File: src/rtl/vw_pkg.sv
package vw_pkg;

    localparam int H_W   = 11;
    localparam int V_W   = 9;
    localparam int PIX_W = 10;
    localparam int LIN_W = 9;

    typedef enum logic {
        STD_60 = 1'b0,
        STD_50 = 1'b1
    } std_e;

    typedef struct packed {
        std_e           std;
        logic [H_W-1:0] h_start;
        logic [H_W-1:0] h_stop;
        logic [V_W-1:0] v_first;
        logic [V_W-1:0] v_stop;
    } win_t;

    function automatic int clamp_to(input int req, input int lim);
        return (req > lim) ? lim : req;
    endfunction

    // Centres the requested window inside the visible area of a standard.
    function automatic win_t calc_window(
        input std_e             s,
        input logic [PIX_W-1:0] pix,
        input logic [LIN_W-1:0] lin,
        input int hf60, input int hm60, input int vf60, input int vm60,
        input int hf50, input int hm50, input int vf50, input int vm50
    );
        win_t w;
        int   hf, hm, vf, vm, p, l, hs, vs;
        hf = (s == STD_50) ? hf50 : hf60;
        hm = (s == STD_50) ? hm50 : hm60;
        vf = (s == STD_50) ? vf50 : vf60;
        vm = (s == STD_50) ? vm50 : vm60;
        p  = clamp_to(int'(pix), hm);
        l  = clamp_to(int'(lin), vm);
        hs = hf + hm - p;
        vs = vf + (vm - l) / 2;
        w.std     = s;
        w.h_start = H_W'(hs);
        w.h_stop  = H_W'(hs + 2 * p);
        w.v_first = V_W'(vs);
        w.v_stop  = V_W'(vs + l);
        return w;
    endfunction

endpackage

File: src/rtl/vw_counter.sv
module vw_counter #(
    parameter int W = 11
) (
    input  logic         clk,
    input  logic         rst,
    input  logic         en,
    input  logic [W-1:0] last,
    output logic [W-1:0] cnt,
    output logic         wrap
);

    logic [W-1:0] cnt_q;

    assign wrap = (cnt_q == last);
    assign cnt  = cnt_q;

    always_ff @(posedge clk) begin
        if (rst)
            cnt_q <= '0;
        else if (en)
            cnt_q <= wrap ? '0 : cnt_q + W'(1);
    end

    AST_CNT_STEP: assert property (@(posedge clk) disable iff (rst)
        (en && !wrap) |=> (cnt_q == $past(cnt_q) + W'(1)));
    AST_CNT_WRAP: assert property (@(posedge clk) disable iff (rst)
        (en && wrap) |=> (cnt_q == '0));
    AST_CNT_HOLD: assert property (@(posedge clk) disable iff (rst)
        !en |=> $stable(cnt_q));

endmodule

File: src/rtl/vw_cfg.sv
module vw_cfg
    import vw_pkg::*;
#(
    parameter int HF60 = 256, parameter int HM60 = 710,
    parameter int VF60 = 19,  parameter int VM60 = 240,
    parameter int HF50 = 284, parameter int HM50 = 702,
    parameter int VF50 = 23,  parameter int VM50 = 287
) (
    input  logic             clk,
    input  logic             rst,
    input  logic             load,
    input  logic             sel_50hz,
    input  logic [PIX_W-1:0] out_pix,
    input  logic [LIN_W-1:0] out_lin,
    output win_t             cfg
);

    localparam int H_LIM60 = HF60 + 2 * HM60;
    localparam int H_LIM50 = HF50 + 2 * HM50;

    win_t cfg_q;
    std_e std_in;

    assign std_in = sel_50hz ? STD_50 : STD_60;
    assign cfg    = cfg_q;

    always_ff @(posedge clk) begin
        if (rst || load)
            cfg_q <= calc_window(std_in, out_pix, out_lin,
                                 HF60, HM60, VF60, VM60,
                                 HF50, HM50, VF50, VM50);
    end

    AST_CFG_HOLD: assert property (@(posedge clk) disable iff (rst)
        !load |=> $stable(cfg_q));
    AST_CFG_ORDER: assert property (@(posedge clk) disable iff (rst)
        load |=> (cfg_q.h_start <= cfg_q.h_stop && cfg_q.v_first <= cfg_q.v_stop));
    AST_CFG_BOUND: assert property (@(posedge clk) disable iff (rst)
        load |=> (int'(cfg_q.h_stop) <=
                  ((cfg_q.std == STD_50) ? H_LIM50 : H_LIM60)));

endmodule

File: src/rtl/vw_decode.sv
module vw_decode
    import vw_pkg::*;
#(
    parameter int HSYNC_CLKS  = 126,
    parameter int VSYNC_LINES = 3,
    parameter int HF60 = 256, parameter int VF60 = 19,
    parameter int HF50 = 284, parameter int VF50 = 23
) (
    input  logic           clk,
    input  logic           rst,
    input  logic [H_W-1:0] h_cnt,
    input  logic [V_W-1:0] v_cnt,
    input  win_t           cfg,
    output logic           hsync,
    output logic           vsync,
    output logic           active
);

    logic h_in, v_in;

    assign hsync  = (h_cnt < H_W'(HSYNC_CLKS));
    assign vsync  = (v_cnt < V_W'(VSYNC_LINES));
    assign h_in   = (h_cnt >= cfg.h_start) && (h_cnt < cfg.h_stop);
    assign v_in   = (v_cnt >= cfg.v_first) && (v_cnt < cfg.v_stop);
    assign active = h_in && v_in;

    AST_HSYNC_BLANK: assert property (@(posedge clk) disable iff (rst)
        hsync |-> !active);
    AST_VSYNC_BLANK: assert property (@(posedge clk) disable iff (rst)
        vsync |-> !active);
    AST_ACTIVE_ORIGIN: assert property (@(posedge clk) disable iff (rst)
        active |-> (int'(h_cnt) >= ((cfg.std == STD_50) ? HF50 : HF60)));
    AST_ACTIVE_ROWS: assert property (@(posedge clk) disable iff (rst)
        active |-> (int'(v_cnt) >= ((cfg.std == STD_50) ? VF50 : VF60)));

endmodule

File: src/rtl/video_window_gen.sv
module video_window_gen
    import vw_pkg::*;
#(
    parameter int H_FIRST_60  = 256,
    parameter int H_MAX_60    = 710,
    parameter int H_LEN_60    = 1716,
    parameter int V_FIRST_60  = 19,
    parameter int V_MAX_60    = 240,
    parameter int V_LEN_60    = 262,
    parameter int H_FIRST_50  = 284,
    parameter int H_MAX_50    = 702,
    parameter int H_LEN_50    = 1728,
    parameter int V_FIRST_50  = 23,
    parameter int V_MAX_50    = 287,
    parameter int V_LEN_50    = 312,
    parameter int HSYNC_CLKS  = 126,
    parameter int VSYNC_LINES = 3
) (
    input  logic             clk,
    input  logic             rst,
    input  logic             sel_50hz,
    input  logic [PIX_W-1:0] out_pix,
    input  logic [LIN_W-1:0] out_lin,
    output logic [H_W-1:0]   h_cnt,
    output logic [V_W-1:0]   v_cnt,
    output logic             hsync,
    output logic             vsync,
    output logic             active
);

    localparam logic [H_W-1:0] H_LAST_60 = H_W'(H_LEN_60 - 1);
    localparam logic [H_W-1:0] H_LAST_50 = H_W'(H_LEN_50 - 1);
    localparam logic [V_W-1:0] V_LAST_60 = V_W'(V_LEN_60 - 1);
    localparam logic [V_W-1:0] V_LAST_50 = V_W'(V_LEN_50 - 1);

    win_t           cfg;
    logic [H_W-1:0] h_last;
    logic [V_W-1:0] v_last;
    logic           h_wrap, v_wrap, field_end;

    assign h_last    = (cfg.std == STD_50) ? H_LAST_50 : H_LAST_60;
    assign v_last    = (cfg.std == STD_50) ? V_LAST_50 : V_LAST_60;
    assign field_end = h_wrap && v_wrap;

    vw_counter #(.W(H_W)) u_hcnt (
        .clk (clk), .rst (rst), .en (1'b1),
        .last(h_last), .cnt (h_cnt), .wrap(h_wrap)
    );

    vw_counter #(.W(V_W)) u_vcnt (
        .clk (clk), .rst (rst), .en (h_wrap),
        .last(v_last), .cnt (v_cnt), .wrap(v_wrap)
    );

    vw_cfg #(
        .HF60(H_FIRST_60), .HM60(H_MAX_60), .VF60(V_FIRST_60), .VM60(V_MAX_60),
        .HF50(H_FIRST_50), .HM50(H_MAX_50), .VF50(V_FIRST_50), .VM50(V_MAX_50)
    ) u_cfg (
        .clk     (clk),
        .rst     (rst),
        .load    (field_end),
        .sel_50hz(sel_50hz),
        .out_pix (out_pix),
        .out_lin (out_lin),
        .cfg     (cfg)
    );

    vw_decode #(
        .HSYNC_CLKS(HSYNC_CLKS), .VSYNC_LINES(VSYNC_LINES),
        .HF60(H_FIRST_60), .VF60(V_FIRST_60),
        .HF50(H_FIRST_50), .VF50(V_FIRST_50)
    ) u_dec (
        .clk   (clk),
        .rst   (rst),
        .h_cnt (h_cnt),
        .v_cnt (v_cnt),
        .cfg   (cfg),
        .hsync (hsync),
        .vsync (vsync),
        .active(active)
    );

    AST_FIELD_RESTART: assert property (@(posedge clk) disable iff (rst)
        field_end |=> (h_cnt == '0 && v_cnt == '0));
    AST_RESET_STATE: assert property (@(posedge clk)
        rst |=> (h_cnt == '0 && v_cnt == '0 && !active) || rst);

endmodule

File: config.mk
export PLATFORM = sky130hd
export DESIGN_NAME = video_window_gen
export DESIGN_NICKNAME = d
export VERILOG_FILES = /design/src/rtl/vw_pkg.sv /design/src/rtl/vw_counter.sv /design/src/rtl/vw_cfg.sv /design/src/rtl/vw_decode.sv /design/src/rtl/video_window_gen.sv
export SDC_FILE = /design/constraint.sdc
export NUM_CORES = 1
export LEC_CHECK = 0
export ABC_AREA = 0
export BUFFER_PORTS_ARGS = -buffer_cell sky130_fd_sc_hd__buf_2
export CAP_MARGIN = 30
export CORE_ASPECT_RATIO = 1.25
export CORE_MARGIN = 1.5
export CORE_UTILIZATION = 55
export CTS_CLUSTER_SIZE = 8
export DETAILED_ROUTE_END_ITERATION = 10
export GPL_ROUTABILITY_DRIVEN = 0
export PLACE_DENSITY = 0.75
export REMOVE_ABC_BUFFERS = 1
export SLEW_MARGIN = 20
export SYNTH_ARGS = -nofsm -noshare
export SYNTH_HDL_FRONTEND = slang
export SYNTH_SLANG_ARGS = --single-unit
File: constraint.sdc
create_clock -name clk -period 17.5 [get_ports clk]
set_input_delay 2.625 -clock clk [delete_from_list [all_inputs] [get_ports clk]]
set_output_delay 2.625 -clock clk [all_outputs]
set_load 0.02 [all_outputs]
# Yosys cells after proc, flatten, opt, wreduce, memory -nomap -nowiden
# Index checks and enable logic that the tools add are counted.
# classes
bitwise_logic	1
eq_ne	2
addsub	9
mux	10
reduce_logical	6
order_cmp	8
# op_table
operator	n
$gt 10x32->1	1
$gt 11x32->1	1
$mux 9	3
$add 11x11->11	2
$add 9x9->9	2
$add 11x1->11 const B	1
$eq 11x11->1	1
$ge 11x11->1	1
$lt 11x11->1	1
$lt 11x7->1 const B	1
$sub 11x11->11	1
$mux 10	1
$sub 9x9->10	1
$add 9x1->9	1
$add 9x1->9 const B	1
$eq 9x9->1	1
$ge 9x9->1	1
$lt 9x2->1 const B	1
$lt 9x9->1	1
$mux 7	1
$mux 6	1
$mux 5	1
$logic_and 1x1->1	4
$mux 4	1
other kinds (5)	5
# word_totals
reg_bits	61
out_inout_bits	23
in_bits	22

# Depth between registers and ports, before layout
# Gate-level depths: netlist of run 1.
# logic_depth
ltp_word	9
mapped_depth	32
ltp_nobuf	30

# Modules after synthesis
# A second synthesis of run 1 with hierarchy kept.
# hier_totals
cells_unflattened	592
hier_area_um2	5530.3
# modules_own_cells
module	area_per_inst_um2	instances	seq_area_each_um2	cells_per_inst
vw_cfg	3313.2	1	1201.2	316
vw_decode	991.0	1	0.0	138
vw_counter (u_hcnt)	614.3	1	220.2	70
vw_counter (u_vcnt)	598.1	1	180.2	65
video_window_gen	13.8	1	0.0	3

# Worst setup path before layout of run 1
# OpenSTA, ideal clock, no wires.
# synth_timing
path_kind	input to register
startpoint	input port sel_50hz
endpoint	register u_cfg.cfg_q, in the netlist u_cfg.cfg[8] (data pin)
t_arrival_ps	8431
required_ps	17236
setup_ps	264
path_slack_ps	8806
n_path_buf	2
stages	30
path_cell_list	clkbuf_2 inv_1 ha_1 and3b_1 o311a_1 o21ai_2 clkbuf_1 nor2_1 a21o_1 inv_1 ha_1 and3b_1 nand2b_1 a21oi_2 nand2_1 o221a_2 a21oi_1 o21ai_0 ha_1 ha_1 nor4b_1 a211oi_1 nand3b_1 a31oi_4 xor2_1 ha_1 a21o_1 a21oi_1 xor2_1 xnor2_1
# synth_between
elab_chain_cells	9
elab_cells_between_ends	10
cone_classes	add/sub (4); order compare (1); mux (4); bitwise (1)
# synth_lines
item	line	rtl
from (decl)	video_window_gen.sv:21	input logic sel_50hz,
$mux 1 *	vw_cfg.sv:24	assign std_in = sel_50hz ? STD_50 : STD_60;
$mux 9	vw_pkg.sv:38	vm = (s == STD_50) ? vm50 : vm60;
$gt 10x32->1	vw_pkg.sv:22	return (req > lim) ? lim : req;
$mux 9	vw_pkg.sv:22	
$sub 9x9->10	vw_pkg.sv:42	vs = vf + (vm - l) / 2;
$and 1x1->1 (no line)	--	
$add 9x1->9 (no line)	--	
$add 9x9->9	vw_pkg.sv:42	
$add 9x9->9 *	vw_pkg.sv:47	w.v_stop = V_W'(vs + l);
to (signal assigned)	vw_cfg.sv:29	cfg_q <= calc_window(std_in, out_pix, out_lin,
to (decl)	vw_cfg.sv:21	win_t cfg_q;
# Mark *: on every way between the ends. The rest lies on a longest branch, timed or not.
# A chain may end at the register's enable or synchronous reset.

# Final worst setup path of run 1
# Same ends and word-level chain as after synthesis.

==> impl_metrics.ini, run 1 <==
[sta]
rsz0062_at_grt = false
worstMarginPinSlew_ps = 875
final_max_slew_viol_count = 0
finalSetupViolations = 0
fin_skew_ps = 10.9
max_slew_margin_pct = 41.6
hold_violations = 0
period_needed_ps = 9320
fin_hold_ws_ps = 489
tns_ps = 0
fin_crit_sh_pct = 53.3
fmax_mhz = 107

[job]
max-cap-violations = 0

[worst_setup_path]
critPathSlowestCell = o21ai_2
rrSetupSlack_ps = 14270
cp.required_ps = 17580
worstSetupStartpointType = input pin
crit_type = in2reg
critPathMaxFanout = 21
r2r_cells = 4
critPathMaxStageDelay_ps = 440
regToRegEndpoint = u_cfg.cfg[4]$_DFFE_PP_
crit_top_cell = ha_1
crit-reg2reg-launch = u_cfg.cfg[40]$_DFFE_PP_
crit_arrival_ps = 9410
critPathCaptureType = register

[floorplan]
io_pins = 45
fp.dieW_um = 88.8
start_util_pct = 57.5
die_h_um = 110
die-area_mm2 = 0.00978
core-area_mm2 = 0.00880
rows = 38

[finish]
syn_to_final_growth_pct = 10.4
nFillCells = 766
layout_commonest_cell = ha_1
drive_gt1_share_pct = 13.1
final_cell_mix = 91 x ha_1, 72 x inv_1, 44 x buf_2
num_antenna_cells = 0
nets = 701

[drt]
drtIter0Drc = 105
drt_pass1_iterations = 4
drcViolationCount = 0
post_drt_wl_per_cell_um = 13.3
wirelength_um = 9430
ant_nets = 0
avgViaCountPerCell = 5.43
num_vias = 3858

[global_routing]
grt_use_total_pct = 20.9
grt_max_degree = 27
antenna_found_initial = 0
grt_remaining_overflow = 0
grt_pass1_vias = 3715
grt_pass1_wl_um = 16000

[power_and_ir_drop]
leakage_nw = 2.76
pwr-share-comb_pct = 45.2
p_int_mw = 0.374
powerDensity_mw_per_mm2 = 104
pwr-share-seq_pct = 36.6
clockPowerShare_pct = 18.2
ir_worst_vdd_uv = 43.6
netSwitchingFraction_pct = 35.9
switchingPower_mw = 0.209

[logic_synthesis]
synth_edf_count = 40
postSynthCellCount = 534
synth-seq-area-share_pct = 31.7
synth_ff_type = edfxtp_1
async_flop_share_pct = 0
synth_area_mm2 = 0.00506
synth.avg_cell_area_um2 = 9.47
ys_types = 57
yosys_warnings = 0
synth_area_leaders = edfxtp_1 24%, ha_1 23%, dfxtp_1 7.9%
yosysTopAreaCell = edfxtp_1
synth-seq-cells = 60
yosys.area.top_type_share_pct = 23.8

[clocking]
insertion_delay_ps = 350
cts_tree = done
cts-root-buf = clkbuf_8
cts_resized = 0
cts_setup_buffers = 0
htree_levels = 3
ctsHoldBuffers = 0
cts_buffers = 9
cts.path.max_buffers = 2
numClockSinks = 60
cts.reportedPaths.clkPinSlew_ps = 70

[min_path]
min_to = u_hcnt.cnt[0]$_SDFF_PP0_
hold_path_startpoint = u_hcnt.cnt[0]$_SDFF_PP0_
hp-class = reg2reg
whs_path_depth = 1

[placed_design]
portBuffers = 44
dp_hpwl_um = 7480

[outcome]
status = complete, no violations
## power by group through the flow
stage                     Sequential [mW]  Clock, mW  Combinational [mW]
final                               0.214      0.106               0.264
after global routing                0.217      0.114               0.302
after CTS                           0.214      0.108               0.265
after detailed placement            0.217          0               0.263
after global placement              0.216          0               0.251
after floorplan                     0.214          0               0.211
## per-stage QoR
stage	setup slack, ps	area, µm²	util, %	total power, mW	cells
floorplan	9070	5040	-	0.426	529
global placement	8190	5420	61.6	0.467	694
detailed placement	7800	5420	61.6	0.480	694
CTS	8160	5580	63.5	0.588	710
global route	7630	5580	63.5	0.633	710
finish	8180	5580	63.5	0.583	710
## critical path, delay by kind of cell
family | cells | cell delay, ps
AOI/OAI and AO/OA | 11 | 2580
xor gates and xnor gates | 3 | 500
adders and majority gates | 5 | 1450
buffers and inverters | 3 | 840
and+or+nand+nor | 7 | 1360
## cell usage after synthesis (3+ instances only)
cell,number
xor2_1,19
clkbuf_1,4
a21oi_1,30
a211oi_1,3
o21ai_0,19
o21a_1,13
nor2b_1,12
fa_1,3
or3_1,3
xnor2_1,27
nand2_1,15
nand3_1,10
inv_1,72
nand4_1,5
edfxtp_1,40
nor3_1,13
ha_1,91
o2111ai_1,3
a21o_1,27
nor2_1,41
o21bai_1,4
nand2b_1,8
and3_1,4
or2_2,7
dfxtp_1,20
and4_1,6
## worst max-delay path by stage
stage / start / endpoint / slack (ps) / cells past startpoint
after floorplan: sel_50hz / u_cfg.cfg[8]$_DFFE_PP_ / 9070 / 28
after detailed placement: sel_50hz / u_cfg.cfg[8]$_DFFE_PP_ / 7800 / 29
final: sel_50hz / u_cfg.cfg[8]$_DFFE_PP_ / 8180 / 29
after CTS: sel_50hz / u_cfg.cfg[8]$_DFFE_PP_ / 8160 / 29
after global routing: sel_50hz / u_cfg.cfg[8]$_DFFE_PP_ / 7630 / 29
after global placement: sel_50hz / u_cfg.cfg[8]$_DFFE_PP_ / 8190 / 29
## area by class of cell
type                            count  area, µm²  area share [%]
Clock inverter                      7       43.8           0.784
Multi-Input combinational cell    396       3160            56.6
Clock buffer                        9        124            2.22
Timing Repair Buffer               45        228            4.08
Inverter                           73        274            4.91
Tap cell                          120        150            2.69
Sequential cell                    60       1600            28.7
## kinds of logic (layout without fill, tap and decap cells)
kind of cell | count (synthesis) | count (layout) | share of synthesized area [%]
buffers and inverters | 78 | 134 | 5.81
muxes | 1 | 1 | 0.223
DFF | 60 | 60 | 31.7
xor gates and xnor gates | 47 | 47 | 8.29
and+or+nand+nor | 135 | 135 | 14.0
AOI/OAI and AO/OA | 119 | 119 | 16.3
adders and majority gates | 94 | 94 | 23.7
## layer usage
layer	track usage [%]	part of all wire, %	vias to the layer above
met5	0	0	-
met4	9.26	1.3	0
met1	25.8	48	1781
li1	-	-	1987
met3	2.98	2.9	10
met2	36.0	48	80
## sequential cells by signal (all words and copies together) (netlist names)
register,flops
u_hcnt.cnt,11
u_cfg.cfg,40
u_vcnt.cnt,9
Note: power is estimated with default switching activity, not from simulation.
==> inputs of run 2 (changes only) <==
- clock period: 17.5 -> 9.5 ns (I/O delays scaled with it)
==> run 2 against run 1 <==
Against the previous run:
- count of clock-buffer cells in the layout unchanged
- sequential share of layout area decreased by 0.32 points
- worst setup slack got worse by 6500 ps
- critical path depth unchanged
- utilization increased by 0.73 points
- clock power increased by 140%
- critical endpoint unchanged
==> impl_metrics.ini, run 2 (synthesis results as in run 1) <==
[outcome]
status = complete, no violations

[worst_setup_path]
crit-reg2reg-launch = u_cfg.cfg[40]$_DFFE_PP_
rrSetupSlack_ps = 6250
crit_type = in2reg
worstSetupStartpointType = input pin
critPathMaxFanout = 21
critPathSlowestCell = o21ai_2
r2r_cells = 4
regToRegEndpoint = u_cfg.cfg[4]$_DFFE_PP_
cp.required_ps = 9600
crit_top_cell = ha_1
critPathCaptureType = register
critPathMaxStageDelay_ps = 430
crit_arrival_ps = 7880

[finish]
drive_gt1_share_pct = 13.5
largest_register_ffs = 40
final_util_pct = 64.2
final_cell_mix = 91 x ha_1, 72 x inv_1, 44 x buf_2
nets = 702
layout_commonest_cell = ha_1
num_antenna_cells = 0
syn_to_final_growth_pct = 11.7

[floorplan]
rows = 38
fp.dieW_um = 88.8
io_pins = 45
die-area_mm2 = 0.00978
die_h_um = 110
core-area_mm2 = 0.00880
start_util_pct = 57.5

[drt]
wirelength_um = 9360
ant_nets = 0
num_vias = 3919
drtIter0Drc = 92
wl_met3_um = 315
met1_length_um = 4370
met2_length_um = 4460
highest_layer = met4
drcViolationCount = 0
drt_pass1_iterations = 4
post_drt_wl_per_cell_um = 13.2
avgViaCountPerCell = 5.51

[global_routing]
antenna_found_initial = 0
grt_max_degree = 27
grt_use_total_pct = 21.4
grt_pass1_wl_um = 16400
grt_remaining_overflow = 0
grt_pass1_vias = 3897

[clocking]
cts.reportedPaths.clkPinSlew_ps = 80
numClockSinks = 60
cts_resized = 0
cts-root-buf = clkbuf_8
ctsHoldBuffers = 0
cts_setup_buffers = 0
cts_tree = done
cts_buffers = 9
htree_levels = 3
cts.path.max_buffers = 2
insertion_delay_ps = 350

[sta]
tns_ps = 0
finalSetupViolations = 0
final_max_slew_viol_count = 0
rsz0062_at_grt = false
period_needed_ps = 7780
fin_crit_sh_pct = 81.9
worstMarginPinSlew_ps = 889
max_slew_margin_pct = 40.7
fmax_mhz = 129
setup_ws_ps = 1720
fin_skew_ps = 11.3
hold_violations = 0

[placed_design]
place_worst_setup_slack_ps = 1300
dp_hpwl_um = 7480
portBuffers = 44

[job]
max-cap-violations = 0

[power_and_ir_drop]
powerDensity_mw_per_mm2 = 202
power_mw = 1.14
leakage_nw = 2.80
ir_worst_vdd_uv = 98.7

[min_path]
whs_path_depth = 1
hold_path_startpoint = u_hcnt.cnt[0]$_SDFF_PP0_
min_to = u_hcnt.cnt[0]$_SDFF_PP0_
hp-class = reg2reg
## run 2: changes by cell type in the layout (fill, tap and decap cells not counted)
cell / previous run / this run
buf_4: 1 / 2
bufinv_16: 0 / 2
inv_6: 0 / 1
clkinvlp_4: 3 / 0
clkinv_4: 1 / 3
clkinv_1: 2 / 0
## run 2: how the worst max path moves through the flow
stage,start,end,slack [ps],depth (start not counted)
after floorplan,sel_50hz,u_cfg.cfg[8]$_DFFE_PP_,2270,28
after global placement,sel_50hz,u_cfg.cfg[8]$_DFFE_PP_,1620,29
after detailed placement,sel_50hz,u_cfg.cfg[8]$_DFFE_PP_,1300,29
after CTS,sel_50hz,u_cfg.cfg[8]$_DFFE_PP_,1690,29
after global routing,sel_50hz,u_cfg.cfg[8]$_DFFE_PP_,1130,30
final,sel_50hz,u_cfg.cfg[8]$_DFFE_PP_,1720,29
## run 2: power by group
group | internal [mW] | total (mW) | switching [mW]
registers | 0.376 | 0.394 | 0.0180
clock network | 0.149 | 0.259 | 0.109
logic | 0.220 | 0.489 | 0.269
total | 0.745 | 1.14 | 0.397
## run 2: per-stage QoR
step           hold WS, ps  instances  area [µm²]
2_1_floorplan          530        529        5040
3_3_place_gp           458        695        5420
3_5_place_dp           464        695        5420
4_1_cts                483        711        5650
5_1_grt                523        711        5650
6_report               484        711        5650
## run 2: cell type report
type | count | area (µm²)
multi-input combinational | 396 | 3160
fill | 736 | 3150
sequential | 60 | 1600
inverter | 73 | 274
timing repair buffer | 46 | 235
tap | 120 | 150
clock buffer | 9 | 124
clock inverter | 7 | 100
## run 2: critical path, delay by kind of cell
kind	cells	cell delay [ps]
buf+inv	3	750
simple gates	7	1340
compound gates	11	2560
xor+xnor	3	490
fa+ha+maj	5	1340
## run 2: routing by layer
metal  vias up  track usage (%)
li1       1999                -
met1      1821             25.5
met2        78             37.3
met3        21             4.02
met4         0             9.26
met5         -                0
==> inputs of run 3 (changes only) <==
- clock period: 9.5 -> 7.3 ns (I/O delays scaled with it)
==> run 3 against run 2 <==
Against the previous run:
- worst setup slack got worse by 1300 ps
- count of clock-buffer cells in the layout rose by 1
- final cell count is 0.42% higher
- final area grew 0.13%
- critical path depth is the same
- die area unchanged
- sequential share of layout area barely moved
- clock skew is 2.2 ps lower
- clock power rose by 11%
- utilization up 0.085 points
- sequential cell count unchanged
==> impl_metrics.ini, run 3 (synthesis results as in run 1) <==
[worst_setup_path]
cp.required_ps = 7390
worstSetupStartpointType = input pin
regToRegEndpoint = u_cfg.cfg[7]$_DFFE_PP_
rrSetupSlack_ps = 4610
critPathMaxFanout = 9
critPathSlowestCell = ha_1
critPathCaptureType = register
startpoint = sel_50hz
critPathMaxStageDelay_ps = 360
crit_end = u_cfg.cfg[8]$_DFFE_PP_
r2r_cells = 4
crit-reg2reg-launch = u_cfg.cfg[40]$_DFFE_PP_
crit_type = in2reg
crit_arrival_ps = 6980
crit_top_cell = ha_1

[sta]
fin_skew_ps = 9.18
tns_ps = 0
fmax_mhz = 145
period_needed_ps = 6890
worstMarginPinSlew_ps = 841
setup_ws_ps = 406
hold_violations = 0
max_slew_margin_pct = 43.8
fin_crit_sh_pct = 94.4
final_max_slew_viol_count = 0
rsz0062_at_grt = false
finalSetupViolations = 0

[drt]
ant_nets = 0
post_drt_wl_per_cell_um = 13.0
num_vias = 3841
drtIter0Drc = 106
drcViolationCount = 0
avgViaCountPerCell = 5.38
wirelength_um = 9320
drt_pass1_iterations = 4

[global_routing]
grtUsageMet1_pct = 26.0
grt_pass1_wl_um = 16000
grt_use_total_pct = 20.8
met3_usage_pct = 4.77
gr-usage-met2_pct = 35.4
antenna_found_initial = 0
grt_remaining_overflow = 0
grt_max_degree = 49
grt_pass1_vias = 3762
top_usage_layer = met2

[floorplan]
start_util_pct = 57.5
io_pins = 45
fp.dieW_um = 88.8
die_h_um = 110
rows = 38
core-area_mm2 = 0.00880
die-area_mm2 = 0.00978

[finish]
drive_gt1_share_pct = 14.1
multi_input_area_mm2 = 0.00318
syn_to_final_growth_pct = 11.8
nets = 705
final_cell_mix = 91 x ha_1, 71 x inv_1, 44 x buf_2
final_util_pct = 64.3
nFillCells = 736
largest_register_ffs = 40
num_antenna_cells = 0
layout_commonest_cell = ha_1
regArea_mm2 = 0.00160

[clocking]
htree_levels = 3
numClockSinks = 60
cts.path.max_buffers = 2
cts_buffers = 9
insertion_delay_ps = 350
cts_setup_buffers = 0
cts-root-buf = clkbuf_8
cts_tree = done
cts.reportedPaths.clkPinSlew_ps = 70

[placed_design]
place_worst_setup_slack_ps = 48.5
dp_hpwl_um = 7600
portBuffers = 44

[min_path]
hp-class = reg2reg

[power_and_ir_drop]
power_mw = 1.44
clockPowerShare_pct = 20.1
switchingPower_mw = 0.503
pwr-share-seq_pct = 35.5
powerDensity_mw_per_mm2 = 254
pwr-share-comb_pct = 44.4
leakage_nw = 2.79
netSwitchingFraction_pct = 35.0
p_int_mw = 0.935
ir_worst_vdd_uv = 98.5

[job]
max-cap-violations = 0

[outcome]
status = complete, no violations
-- run 3: cell type report --
class	count	share of cell area, %
multi-input cells	396	56.2
flip-flops and latches	60	28.3
inverters	73	4.91
repair buffers	49	4.56
well taps	120	2.66
clock buffers	10	2.26
clock inverters	6	1.13
-- run 3: worst max-delay path, delay by kind of cell --
family / cells / cell delay (ps)
buffers and inverters: 3 / 400
AND/OR/NAND/NOR: 7 / 1340
adder cells (fa/ha/maj): 5 / 1350
AO/OA/AOI/OAI: 11 / 2320
XOR/XNOR: 3 / 480
-- run 3: metal layers --
layer	routed length [µm]	vias up
met3	269	6
met1	4460	1764
met5	0	-
met4	104	0
met2	4480	69
li1	-	2002
-- run 3: repair_timing --
action	4_1_cts	5_1_grt
setup endpoints to repair	0	1
resized for setup	0	3
hold buffers	0	0
-- run 3: how the worst min path moves through the flow --
| stage | from | to | cells past startpoint |
|---|---|---|---|
| 5_1_grt | u_hcnt.cnt[0]$_SDFF_PP0_ | u_hcnt.cnt[0]$_SDFF_PP0_ | 1 |
| 4_1_cts | u_hcnt.cnt[0]$_SDFF_PP0_ | u_hcnt.cnt[0]$_SDFF_PP0_ | 1 |
| 3_5_place_dp | u_hcnt.cnt[0]$_SDFF_PP0_ | u_hcnt.cnt[0]$_SDFF_PP0_ | 1 |
| 3_3_place_gp | u_hcnt.cnt[0]$_SDFF_PP0_ | u_hcnt.cnt[0]$_SDFF_PP0_ | 1 |
| 6_report | u_hcnt.cnt[0]$_SDFF_PP0_ | u_hcnt.cnt[0]$_SDFF_PP0_ | 1 |
| 2_1_floorplan | u_hcnt.cnt[0]$_SDFF_PP0_ | u_hcnt.cnt[0]$_SDFF_PP0_ | 1 |
-- run 3: power by group through the flow --
stage	Combinational [mW]	Sequential (mW)	Clock, mW
floorplan	0.506	0.514	0
global placement	0.607	0.518	0
detailed placement	0.635	0.519	0
CTS	0.640	0.512	0.294
global route	0.730	0.520	0.313
finish	0.639	0.511	0.288
-- run 3: through the flow --
step / std cells / hold slack [ps] / area (µm²)
floorplan: 529 / 530 / 5040
global placement: 698 / 455 / 5450
detailed placement: 698 / 480 / 5450
CTS: 714 / 496 / 5640
global route: 714 / 522 / 5650
finish: 714 / 501 / 5650
